### src/rtl/qdec_pkg.sv
package qdec_pkg;
  typedef enum logic [1:0] {
    RES_PLAIN = 2'd0,
    RES_X1    = 2'd1,
    RES_X2    = 2'd2,
    RES_X4    = 2'd3
  } qres_e;

  // next {A,B} state in the up direction: 00 -> 10 -> 11 -> 01 -> 00
  function automatic logic [1:0] step_up(input logic [1:0] ab);
    case (ab)
      2'b00:   step_up = 2'b10;
      2'b10:   step_up = 2'b11;
      2'b11:   step_up = 2'b01;
      default: step_up = 2'b00;
    endcase
  endfunction
endpackage

### src/rtl/qdec_sync.sv
module qdec_sync #(
  parameter int W      = 3,
  parameter int STAGES = 2
) (
  input  logic         clk,
  input  logic         rst_n,
  input  logic [W-1:0] d,
  output logic [W-1:0] q
);
  logic [W-1:0] chain_q [STAGES];

  generate
    for (genvar s = 0; s < STAGES; s++) begin : g_stage
      always_ff @(posedge clk or negedge rst_n) begin
        if (!rst_n) chain_q[s] <= '0;
        else if (s == 0) chain_q[s] <= d;
        else chain_q[s] <= chain_q[(s == 0) ? 0 : s-1];
      end
    end
  endgenerate

  assign q = chain_q[STAGES-1];
endmodule

### src/rtl/qdec_prescaler.sv
module qdec_prescaler #(
  parameter int W = 8
) (
  input  logic         clk,
  input  logic         rst_n,
  input  logic         load,
  input  logic [W-1:0] value,
  output logic         tick
);
  logic [W-1:0] div_q, div_n;
  logic [W-1:0] cnt_q, cnt_n;

  assign tick = (cnt_q == div_q);

  always_comb begin
    div_n = div_q;
    cnt_n = cnt_q;
    if (load) begin
      div_n = value;
      cnt_n = '0;
    end else if (tick) begin
      cnt_n = '0;
    end else begin
      cnt_n = cnt_q + 1'b1;
    end
  end

  always_ff @(posedge clk or negedge rst_n) begin
    if (!rst_n) begin
      div_q <= '0;
      cnt_q <= '0;
    end else begin
      div_q <= div_n;
      cnt_q <= cnt_n;
    end
  end

  // a divisor above zero never gives two enables in a row
  assert_tick_spacing_R1: assert property (@(posedge clk) disable iff (!rst_n)
    (tick && div_q != '0 && !load) |=> !tick);
endmodule

### src/rtl/qdec_filter.sv
module qdec_filter #(
  parameter int DEPTH = 3
) (
  input  logic clk,
  input  logic rst_n,
  input  logic tick,
  input  logic din,
  output logic level
);
  localparam int HW = DEPTH - 1;

  logic [HW-1:0]    hist_q, hist_n;
  logic [DEPTH-1:0] window;
  logic             level_q, level_n;
  logic             agree;

  assign window = {hist_q, din};
  assign agree  = (&window) | (~|window);

  always_comb begin
    hist_n  = hist_q;
    level_n = level_q;
    if (tick) begin
      hist_n = window[HW-1:0];
      if (agree) level_n = din;
    end
  end

  always_ff @(posedge clk or negedge rst_n) begin
    if (!rst_n) begin
      hist_q  <= '0;
      level_q <= 1'b0;
    end else begin
      hist_q  <= hist_n;
      level_q <= level_n;
    end
  end

  assign level = level_q;

  assert_level_on_tick_R2: assert property (@(posedge clk) disable iff (!rst_n)
    !tick |=> $stable(level_q));
endmodule

### src/rtl/qdec_decoder.sv
module qdec_decoder
  import qdec_pkg::*;
(
  input  logic  clk,
  input  logic  rst_n,
  input  logic  tick,
  input  qres_e res,
  input  logic  ab_en,
  input  logic  acc_a,
  input  logic  acc_b,
  input  logic  raw_a,
  input  logic  raw_b,
  input  logic  idx_act,
  input  logic  idx_en,
  input  logic  err_clr,
  output logic  cnt_pulse,
  output logic  cnt_up,
  output logic  idx_pulse,
  output logic  err_flag
);
  logic [1:0] prev_q, prev_n;
  logic [1:0] now_ab, diff;
  logic       a_last_q;
  logic       pulse_q, pulse_n, up_q, up_n;
  logic       err_q, err_n, idx_q, idx_n, armed_q, armed_n;
  logic       quad, single, both, qual, dir_q, rise, ev, fire, err_set;

  assign now_ab = {acc_a, acc_b};
  assign diff   = now_ab ^ prev_q;
  assign single = ^diff;
  assign both   = &diff;
  assign quad   = (res != RES_PLAIN);
  assign dir_q  = (now_ab == step_up(prev_q));
  assign rise   = raw_a & ~a_last_q;

  always_comb begin
    case (res)
      RES_X4:  qual = single;
      RES_X2:  qual = single & diff[1];
      RES_X1:  qual = single & diff[1] & ~prev_q[0] & ~now_ab[0];
      default: qual = 1'b0;
    endcase
  end

  assign ev      = ab_en & (quad ? (tick & qual) : rise);
  assign err_set = ab_en & quad & tick & both;
  assign fire    = ev & quad & idx_en & idx_act & armed_q;

  always_comb begin
    prev_n  = tick ? now_ab : prev_q;
    pulse_n = ev;
    up_n    = up_q;
    if (ev) up_n = quad ? dir_q : raw_b;
    err_n   = err_set | (err_q & ~err_clr);
    idx_n   = fire;
    if (!idx_act) armed_n = 1'b1;
    else if (fire) armed_n = 1'b0;
    else armed_n = armed_q;
  end

  always_ff @(posedge clk or negedge rst_n) begin
    if (!rst_n) begin
      prev_q   <= 2'b00;
      a_last_q <= 1'b0;
      pulse_q  <= 1'b0;
      up_q     <= 1'b0;
      err_q    <= 1'b0;
      idx_q    <= 1'b0;
      armed_q  <= 1'b1;
    end else begin
      prev_q   <= prev_n;
      a_last_q <= raw_a;
      pulse_q  <= pulse_n;
      up_q     <= up_n;
      err_q    <= err_n;
      idx_q    <= idx_n;
      armed_q  <= armed_n;
    end
  end

  assign cnt_pulse = pulse_q;
  assign cnt_up    = up_q;
  assign idx_pulse = idx_q;
  assign err_flag  = err_q;

  assert_err_sticky_R6: assert property (@(posedge clk) disable iff (!rst_n)
    (err_q && !err_clr) |=> err_q);
  assert_gate_blocks_R8: assert property (@(posedge clk) disable iff (!rst_n)
    !ab_en |=> !pulse_q);
  assert_idx_on_count_R9: assert property (@(posedge clk) disable iff (!rst_n)
    idx_q |-> pulse_q);
  assert_plain_no_err_R7: assert property (@(posedge clk) disable iff (!rst_n)
    (res == RES_PLAIN && !err_q) |=> !err_q);
endmodule

### src/rtl/qdec_axis.sv
module qdec_axis
  import qdec_pkg::*;
#(
  parameter int PSC_W    = 8,
  parameter int FILT_LEN = 3
) (
  input  logic             clk,
  input  logic             rst_n,
  input  logic             psc_load,
  input  logic [PSC_W-1:0] psc_value,
  input  logic [1:0]       res_sel,
  input  logic             ab_en,
  input  logic             in_a,
  input  logic             in_b,
  input  logic             idx_in,
  input  logic             idx_en,
  input  logic             idx_pol,
  input  logic             err_clr,
  output logic             cnt_pulse,
  output logic             cnt_up,
  output logic             idx_pulse,
  output logic             idx_level,
  output logic             err_flag
);
  localparam int NPH = 2;

  logic [2:0]     sync_v;
  logic [NPH-1:0] acc;
  logic           tick;
  logic           idx_act;

  qdec_sync #(.W(3), .STAGES(2)) u_sync (
    .clk(clk), .rst_n(rst_n), .d({idx_in, in_b, in_a}), .q(sync_v)
  );

  qdec_prescaler #(.W(PSC_W)) u_psc (
    .clk(clk), .rst_n(rst_n), .load(psc_load), .value(psc_value), .tick(tick)
  );

  generate
    for (genvar p = 0; p < NPH; p++) begin : g_phase
      qdec_filter #(.DEPTH(FILT_LEN)) u_filt (
        .clk(clk), .rst_n(rst_n), .tick(tick), .din(sync_v[p]), .level(acc[p])
      );
    end
  endgenerate

  assign idx_act   = ~(sync_v[2] ^ idx_pol);
  assign idx_level = idx_act;

  qdec_decoder u_dec (
    .clk(clk), .rst_n(rst_n), .tick(tick), .res(qres_e'(res_sel)),
    .ab_en(ab_en), .acc_a(acc[0]), .acc_b(acc[1]),
    .raw_a(sync_v[0]), .raw_b(sync_v[1]), .idx_act(idx_act),
    .idx_en(idx_en), .err_clr(err_clr),
    .cnt_pulse(cnt_pulse), .cnt_up(cnt_up), .idx_pulse(idx_pulse),
    .err_flag(err_flag)
  );
endmodule

### config.mk
export PLATFORM = sky130hd
export DESIGN_NAME = qdec_axis
export DESIGN_NICKNAME = d
export VERILOG_FILES = /design/src/rtl/qdec_pkg.sv /design/src/rtl/qdec_sync.sv /design/src/rtl/qdec_prescaler.sv /design/src/rtl/qdec_filter.sv /design/src/rtl/qdec_decoder.sv /design/src/rtl/qdec_axis.sv
export SDC_FILE = /design/constraint.sdc
export NUM_CORES = 1
export LEC_CHECK = 0
export ABC_AREA = 1
export BUFFER_PORTS_ARGS = -buffer_cell sky130_fd_sc_hd__clkbuf_2
export CAP_MARGIN = 20
export CORE_MARGIN = 4
export CORE_UTILIZATION = 30
export DETAILED_ROUTE_END_ITERATION = 12
export MAX_ROUTING_LAYER = met4
export PLACE_DENSITY = 0.56
export SLEW_MARGIN = 20
export SYNTH_ARGS = -nofsm -noshare
export SYNTH_HDL_FRONTEND = slang
export SYNTH_SLANG_ARGS = --single-unit
### constraint.sdc
create_clock -name clk -period 1.44 [get_ports clk]
set_input_delay 0.36 -clock clk [delete_from_list [all_inputs] [get_ports clk]]
set_output_delay 0.36 -clock clk [all_outputs]
set_load 0.01 [all_outputs]
==> impl_results.md, run 1 <==
- Fmax: roughly 0.63 GHz
- Net Count, Synth: between 150 and 200
- Critical R2R Launch: u_dec.prev_q[0]
- Tot GR Track Use: between 10% and 20%
- MaxCap Viol Count: 0
- Vias after detailed routing: about 1200
- FF+latch area: 902.1 µm²
- Required @ worst endpoint: ~1600 ps
- Core Area: 5172 µm²
- Via-to-Cell Ratio: roughly 4.2
- DRT antenna net count: 0
- Int Power: roughly 1.6 mW
- Failing checks: negative setup slack
- Seq pwr share: ~53%
- Number of buffers created by CTS: 5
- Worst reg-to-reg path cell count: 11
- Initial core utilization: a little under a third
- Most frequent cells in the layout: dfrtp_1 (35), nand2_1 (32), clkbuf_2 (24), buf_4 (24), inv_1 (17)
- Final Cycle Share: 110.1%
- Post-DR wirelength/cell: 10.24 µm
- Clk slew on worst S/H paths: 80 ps
- Largest fanout on the critical path: 3
- Commonest non-fill, non-tap cell in the layout: dfrtp_1
- Drt first pass iters: 4
- Inserted Diodes: 0
- Top post-synthesis cells by area: dfrtp_1 (54%), nand2_1 (9.0%), xnor2_1 (4.9%)
- Final hold slack: 31.07 ps
- Clock Skews: roughly 4.7 ps
- Die Height: 81.55 µm
- Net Sw Frac: about a quarter
- Unique masters post-synth: 25
- PnR worst setup slack: -145.4 ps
- Final setup vio count: 4
- Clock sinks: 36
- Yosys warning count: 0
- P&R area growth vs syn: 35.08%
- Global route overflow: 0
- Worst setup SP type: flop
- CTS Hold Buffers Added: 0
- Combinational power share: between 10% and 20%
- Area leader, netlist: dfrtp_1
- Die Width: 81.55 µm
- IO Pins: 25
- Starting DRT DRC Count: 38
- Vias in the first global route: approximately 1200
- Layout Cells excl Fill: ~300
- CTS tree: done
- Fin crit period: 1585 ps
- Final Hold Violating Endpoints: 0
- Multi-input logic area: roughly 700 µm²
- Crit. End Element: flop
- Final HPWL DP: 2.166 mm
- HP Class: in -> async
- First-pass GRT wire length: slightly above 5 mm
- Total Wirelength: roughly 3.0 mm
- Reg2reg end: u_dec.cnt_up
- Clock buffer depth: 2
- Worst-Skew Late Latency: 280 ps
- Cell Area, Synth: between 1500 and 2000 µm²
- Worst-Margin Slew: between 300 and 400 ps
- Input/output buffers: 24
- Reg2Reg Setup Slack: -150 ps
- Syn_area_per_cell: between 9 and 10 µm²
- Worst VDD drop: ~480 µV
- Setup Crit Path Kind: reg -> reg
- Crit path DAT: 1760 ps
- DRC: 0
- # nets final: between 200 and 250
- Slew HR: 78.94%
- Dpl ws: -159.1 ps
- Post-synth top area share: 53.97%
- Leakage power: ~1.1 nW
- Status: finished with violations
- Cells after Synth: between 150 and 200
- Max Slew Vio Count: 0
- Routability cong.: ~0.72
- PwrDens: ~980 nW/µm²
- Sequential element share of the synthesized area: a little under three fifths
- Psw: between 500 and 600 µW
- Clock share of power: 35.0%
- RSZ-0062 raised after global routing: true
- Layout Utilization: 42.38%
- Fillers: slightly above 500
- Dpl cells: 281
- Initial antenna violation count: 0
- FP Rows: 26
- Die area: about 6700 µm²
- Layout cell share with drive strength beyond 1: about two fifths
- Yosys reg bits: 36
- Crit. Startpoint: u_dec.prev_q[0]
- H-tree levels: 2
- Largest net degree at the start of global routing: 37
- CTS root buf: clkbuf_8
[cells by family after synthesis]
family | count (synthesis) | share of synthesized area [%]
multiplexers | 5 | 3.469
adder cells (fa/ha/maj) | 3 | 2.313
XOR/XNOR | 12 | 6.477
flip-flops | 36 | 55.59
AND/OR/NAND/NOR | 77 | 21.66
buffers and inverters | 22 | 5.628
AO/OA/AOI/OAI | 15 | 4.858
[synthesized netlist by cell type]
master / n
nand3b_1: 2
a21oi_1: 4
nor2_2: 9
nand2_1: 39
xor2_1: 3
buf_2: 1
dfstp_2: 1
clkbuf_1: 1
xnor2_1: 9
nand2_4: 1
inv_1: 17
buf_6: 1
ha_1: 3
or2_2: 2
o21ai_0: 9
or2_1: 1
nand3_1: 7
o22ai_1: 1
nor3_1: 1
mux2_2: 5
nand4_1: 3
nor2_1: 12
o21a_1: 1
inv_2: 2
dfrtp_1: 35
[per-stage QoR]
stage                     TNS, ps  power (mW)  cell area (µm²)
final                      -455.1       2.155             2192
after global routing        -1426       2.271             2192
after CTS                  -418.4       2.179             2123
after detailed placement   -457.4       1.400             1986
after global placement     -291.9       1.394             1986
after floorplan            -115.5       1.282             1623
[worst max-delay path, cell delays in order, from the launching register on]
cell	delay, ps
dfrtp_1	400
nor2_2	150
nor2_2	50
ha_1	260
nand3b_1	90
o21ai_1	60
nor2_1	90
nand3_1	100
nand2_2	100
nand2_2	70
nand2_1	60
o21ai_1	50
[worst max path at each step]
stage	to	slack [ps]
global route	u_dec.cnt_up	-240
global placement	u_dec.cnt_up	-100
CTS	u_dec.cnt_up	-140
finish	u_dec.cnt_up	-150
floorplan	u_dec.cnt_up	-70
detailed placement	u_dec.cnt_up	-160
[flip-flops by register name, indices dropped and copies added (netlist names)]
name and count:
g_phase.u_filt.hist_q 4, u_psc.cnt_q 8, u_dec.idx_pulse 1, u_psc.div_q 8, u_dec.cnt_up 1, g_phase.u_filt.level 2, u_dec.a_last_q 1, u_dec.cnt_pulse 1
u_sync.chain_q 3, u_dec.armed_q 1, u_sync.q 3, u_dec.err_flag 1, u_dec.prev_q 2
[timing repair]
action                     in CTS  in global routing
pin swaps                       2                 13
buffers inserted                3                  4
setup endpoints to repair      12                 15
gates cloned                    0                  0
resized for setup               5                 19
[cell type report]
| type | count | share of cell area (%) |
|---|---|---|
| inverters | 19 | 3.253 |
| clock buffers | 6 | 3.767 |
| well taps | 70 | 3.995 |
| multi-input cells | 112 | 32.02 |
| flip-flops and latches | 36 | 41.15 |
| repair buffers | 50 | 15.13 |
| clock inverters | 2 | 0.6849 |
[power by group through the flow]
| stage | combinational [mW] | clock [mW] | sequential [mW] |
|---|---|---|---|
| final | 0.269 | 0.754 | 1.13 |
| after global routing | 0.314 | 0.816 | 1.14 |
| after CTS | 0.260 | 0.791 | 1.13 |
| after detailed placement | 0.253 | 0 | 1.15 |
| after global placement | 0.249 | 0 | 1.15 |
| after floorplan | 0.140 | 0 | 1.14 |
[routing by layer]
metal	track usage [%]	wire, µm	part of all wire (%)	vias up
met5	-	0	0	-
met4	3.041	25	0.83	0
met3	3.070	131	4.3	2
met2	16.53	1421	47	20
met1	12.78	1442	48	569
li1	-	-	-	643
No activity file was read; power rests on OpenSTA's default activity.
==> inputs of run 2 (changes only) <==
--- a/config.mk
+++ b/config.mk
@@ -5,9 +5,7 @@
 export SDC_FILE = /design/constraint.sdc
 export NUM_CORES = 1
 export LEC_CHECK = 0
-export ABC_AREA = 1
 export BUFFER_PORTS_ARGS = -buffer_cell sky130_fd_sc_hd__clkbuf_2
-export CAP_MARGIN = 20
 export CORE_MARGIN = 4
 export CORE_UTILIZATION = 30
 export DETAILED_ROUTE_END_ITERATION = 12
==> constraint.sdc (replaced) <==
create_clock -name clk -period 1.44 [get_ports clk]
set_input_delay 0.36 -clock clk [delete_from_list [all_inputs] [get_ports clk]]
set_output_delay 0.36 -clock clk [all_outputs]
set_load 0.1 [all_outputs]
==> run 2 against run 1 <==
  * Core utilization rose by 3.2 points
  * Die area about the same
  * Sequential power about the same
  * Flip-flop and latch count unchanged
  * Worst setup slack got worse by 240 ps
  * The flow still finishes with violations (negative setup slack)
  * Critical path depth decreased by 5
  * Critical path type unchanged
  * Routed wire length increased by 14%
  * Synthesized area hardly changed
==> impl_results.md, run 2 <==
- Initial core utilization: 31.35% (about the same)
- Top-count cell post-synth: dfrtp_1
- Status: finished with violations
- Commonest non-fill, non-tap cell in the layout: dfrtp_1
- Layout Utilization: 45.57% (+3.2 points)
- Dpl ws: -400.6 ps (-241.6 ps)
- DRC: 0 (unchanged)
- Fin crit period: 1825 ps (+239.8 ps)
- MaxCap Viol Count: 0 (unchanged)
- CP max stage delay: 420 ps (+20 ps)
- Die area: 6646 µm² (about the same)
- Critical R2R Launch: g_phase[1].u_filt.level
- Vias in the first global route: 1269 (+6.3%)
- Worst-Margin Slew: 482.0 ps (+166.1 ps)
- Final setup vio count: 22 (+18)
- Input/output buffers: 24 (unchanged)
- RSZ-0062 raised after global routing: true
- Core Area: 5172 µm² (unchanged)
- Clock sinks: 36 (unchanged)
- HP Start: idx_in
- Number of buffers created by CTS: 5 (unchanged)
- Design area: 2357 µm² (+7.5%)
- Slew HR: 67.86% (-11 points)
- Most frequent cells in the layout: dfrtp_1 (34), buf_4 (24), clkbuf_2 (19)
- Clk slew on worst S/H paths: 70 ps (about the same)
- CTS root buf: clkbuf_8
- Yosys warning count: 0 (unchanged)
- Layout cell share with drive strength beyond 1: 53.63% (+12 points)
- Worst setup SP type: flop
- Sequential element share of the synthesized area: 55.63% (about the same)
- Dpl cell area: 2162 µm² (+8.9%)
- Final Cycle Share: 126.7% (+17 points)
- Largest net degree at the start of global routing: 19 (-49%)
- Cells after Synth: 125 (-26%)
- Vias after detailed routing: 1130 (-8.4%)
- Tot Pwr: 2.177 mW (+1.1%)
- Final hold slack: 176.1 ps (+145.1 ps)
- Top post-synthesis cells by area: dfrtp_1 (54%), xor2_1 (8.6%), mux2_2 (5.6%)
- PwrDens: 923.7 nW/µm² (-6.0%)
- Post-synth top area share: 54.01% (about the same)
- P&R area growth vs syn: 45.37%
- Fmax: 0.5479 GHz (-13%)
- Die Width: 81.52 µm (about the same)
- CP Cell Sequence: xor2_2 -> ha_1 -> mux2_4 -> a32oi_2 -> nand3b_1 -> a2bb2oi_1
- Net Count, Synth: 148 (-23%)
- PnR worst setup slack: -385.1 ps (-239.8 ps)
- FP Rows: 26 (unchanged)
- Starting DRT DRC Count: 20 (-47%)
- Inserted Diodes: 0 (unchanged)
- Top Registers: u_psc.cnt_q (8), u_psc.div_q (8), g_phase.u_filt.hist_q (4)
- Tot GR Track Use: 11.87% (+1.5 points)
- Global route overflow: 0 (unchanged)
- Drt first pass iters: 4 (unchanged)
- Post-synth EDFFs: 0 (unchanged)
- Required @ worst endpoint: 1610 ps (about the same)
- Post-DR wirelength/cell: 13.80 µm (+35%)
- CTS tree: done
- # nets final: 202 (-18%)
- Via-to-Cell Ratio: 4.538 (+8.5%)
- First-pass GRT wire length: 5.761 mm (+13%)
- H-tree levels: 2 (unchanged)
- DRT antenna net count: 0 (unchanged)
- Max Slew Vio Count: 0 (unchanged)
- Layout Cells excl Fill: 249 (-16%)
- Setup Crit Path Kind: reg -> reg
- Leakage power: 1.085 nW (+0.32%)
- Crit. Startpoint: g_phase[1].u_filt.level
- Worst VDD drop: 566.2 µV (+18%)
- Clock Skews: 7.291 ps (+2.602 ps)
- Fraction of registers with async set/reset: 100.0% (unchanged)
- IO Pins: 25 (unchanged)
- Final HPWL DP: 2.547 mm (+18%)
- Setup_tns: -3419 ps (-2963 ps)
- Area leader, netlist: dfrtp_1
- Die Height: 81.52 µm (about the same)
- Clock buffer depth: 2 (unchanged)
- Final Hold Violating Endpoints: 0 (unchanged)
- Slowest cell on crit path: dfrtp_1
- Crit path DAT: 1990 ps (+230 ps)
- Failing checks: negative setup slack
- Worst-Skew Late Latency: 280 ps (about the same)
- Crit. End Element: flop
- Most common flop cell mapped by yosys: dfrtp_1
- Unique masters post-synth: 32 (+28%)
- Largest fanout on the critical path: 4 (+1)
- Leading cell types by count after synthesis: dfrtp_1 (35), xor2_1 (16), nor3_1 (10)
- Dpl cells: 239 (-15%)
- Total Wirelength: 3.435 mm (+14%)
- Yosys reg bits: 36 (unchanged)
- Initial antenna violation count: 0 (unchanged)
- Syn_area_per_cell: 12.97 µm² (+36%)
- Cell Area, Synth: 1622 µm² (about the same)
- Routability cong.: 0.8158 (+14%)
- HP Class: in -> reg
-- run 2: cell count changes in the layout (fill, tap and decap cells not counted), moves of 6 or more --
cell     delta
xnor2_1     -6
nor2_2      -9
inv_1      -13
mux2_4      +7
xor2_1     +10
nand2_2     -6
nand2_1    -29
-- run 2: worst paths after layout --
kind	end	slack, ps	cells after the start
max in group asynchronous	u_dec.armed_q	580	3
max	u_dec.cnt_up	-390	6
min	u_sync.chain_q[5]	180	1
min reg2reg	u_sync.q[1]	350	0
max reg2reg	u_dec.cnt_up	-390	6
min in group asynchronous	u_dec.idx_pulse	390	2
-- run 2: cell families (layout without fill, tap and decap cells) --
| logic type | after synthesis | in the layout | synth area share [%] |
|---|---|---|---|
| simple gates | 34 | 34 | 13.97 |
| fa+ha+maj | 3 | 3 | 2.315 |
| buf+inv | 7 | 61 | 1.852 |
| xor+xnor | 19 | 19 | 10.26 |
| compound gates | 11 | 11 | 5.556 |
| flops | 36 | 36 | 55.63 |
| mux | 15 | 15 | 10.42 |
-- run 2: power by group --
group	total, mW	internal [mW]	switching, mW	leakage, nW
registers	1.13	1.07	0.0537	0.457
clock network	0.666	0.329	0.337	0.0410
logic	0.385	0.183	0.202	0.588
-- run 2: final cells by class --
class	instances	area [µm²]
sequential	36	903.4
timing repair buffer	50	405.4
clock inverter	1	5.005
fill	465	2815
clock buffer	6	72.57
inverter	4	15.01
multi-input combinational	82	868.3
tap	70	87.58
-- run 2: timing repair --
item | 4_1_cts | 5_1_grt
pin swaps | 4 | 4
setup endpoints to repair | 22 | 22
hold endpoints to repair | 1 | 0
gates resized for setup | 10 | 5
setup buffers | 1 | 1
hold buffers | 1 | 0
-- run 2: worst max-delay path: cells and delay by family (launching register included) --
family                   cells  cell delay, ps
XOR/XNOR                     1             200
AND/OR/NAND/NOR              1             240
multiplexers                 1             260
AO/OA/AOI/OAI                2             280
adder cells (fa/ha/maj)      1             310
flip-flops                   1             420
-- run 2: routing by layer --
layer / track usage [%] / up-vias / routed length [µm]
met2: 20.28 / 27 / 1801
met5: - / - / 0
met4: 4.730 / 0 / 52
met3: 4.386 / 6 / 174
li1: - / 546 / -
met1: 12.36 / 551 / 1406
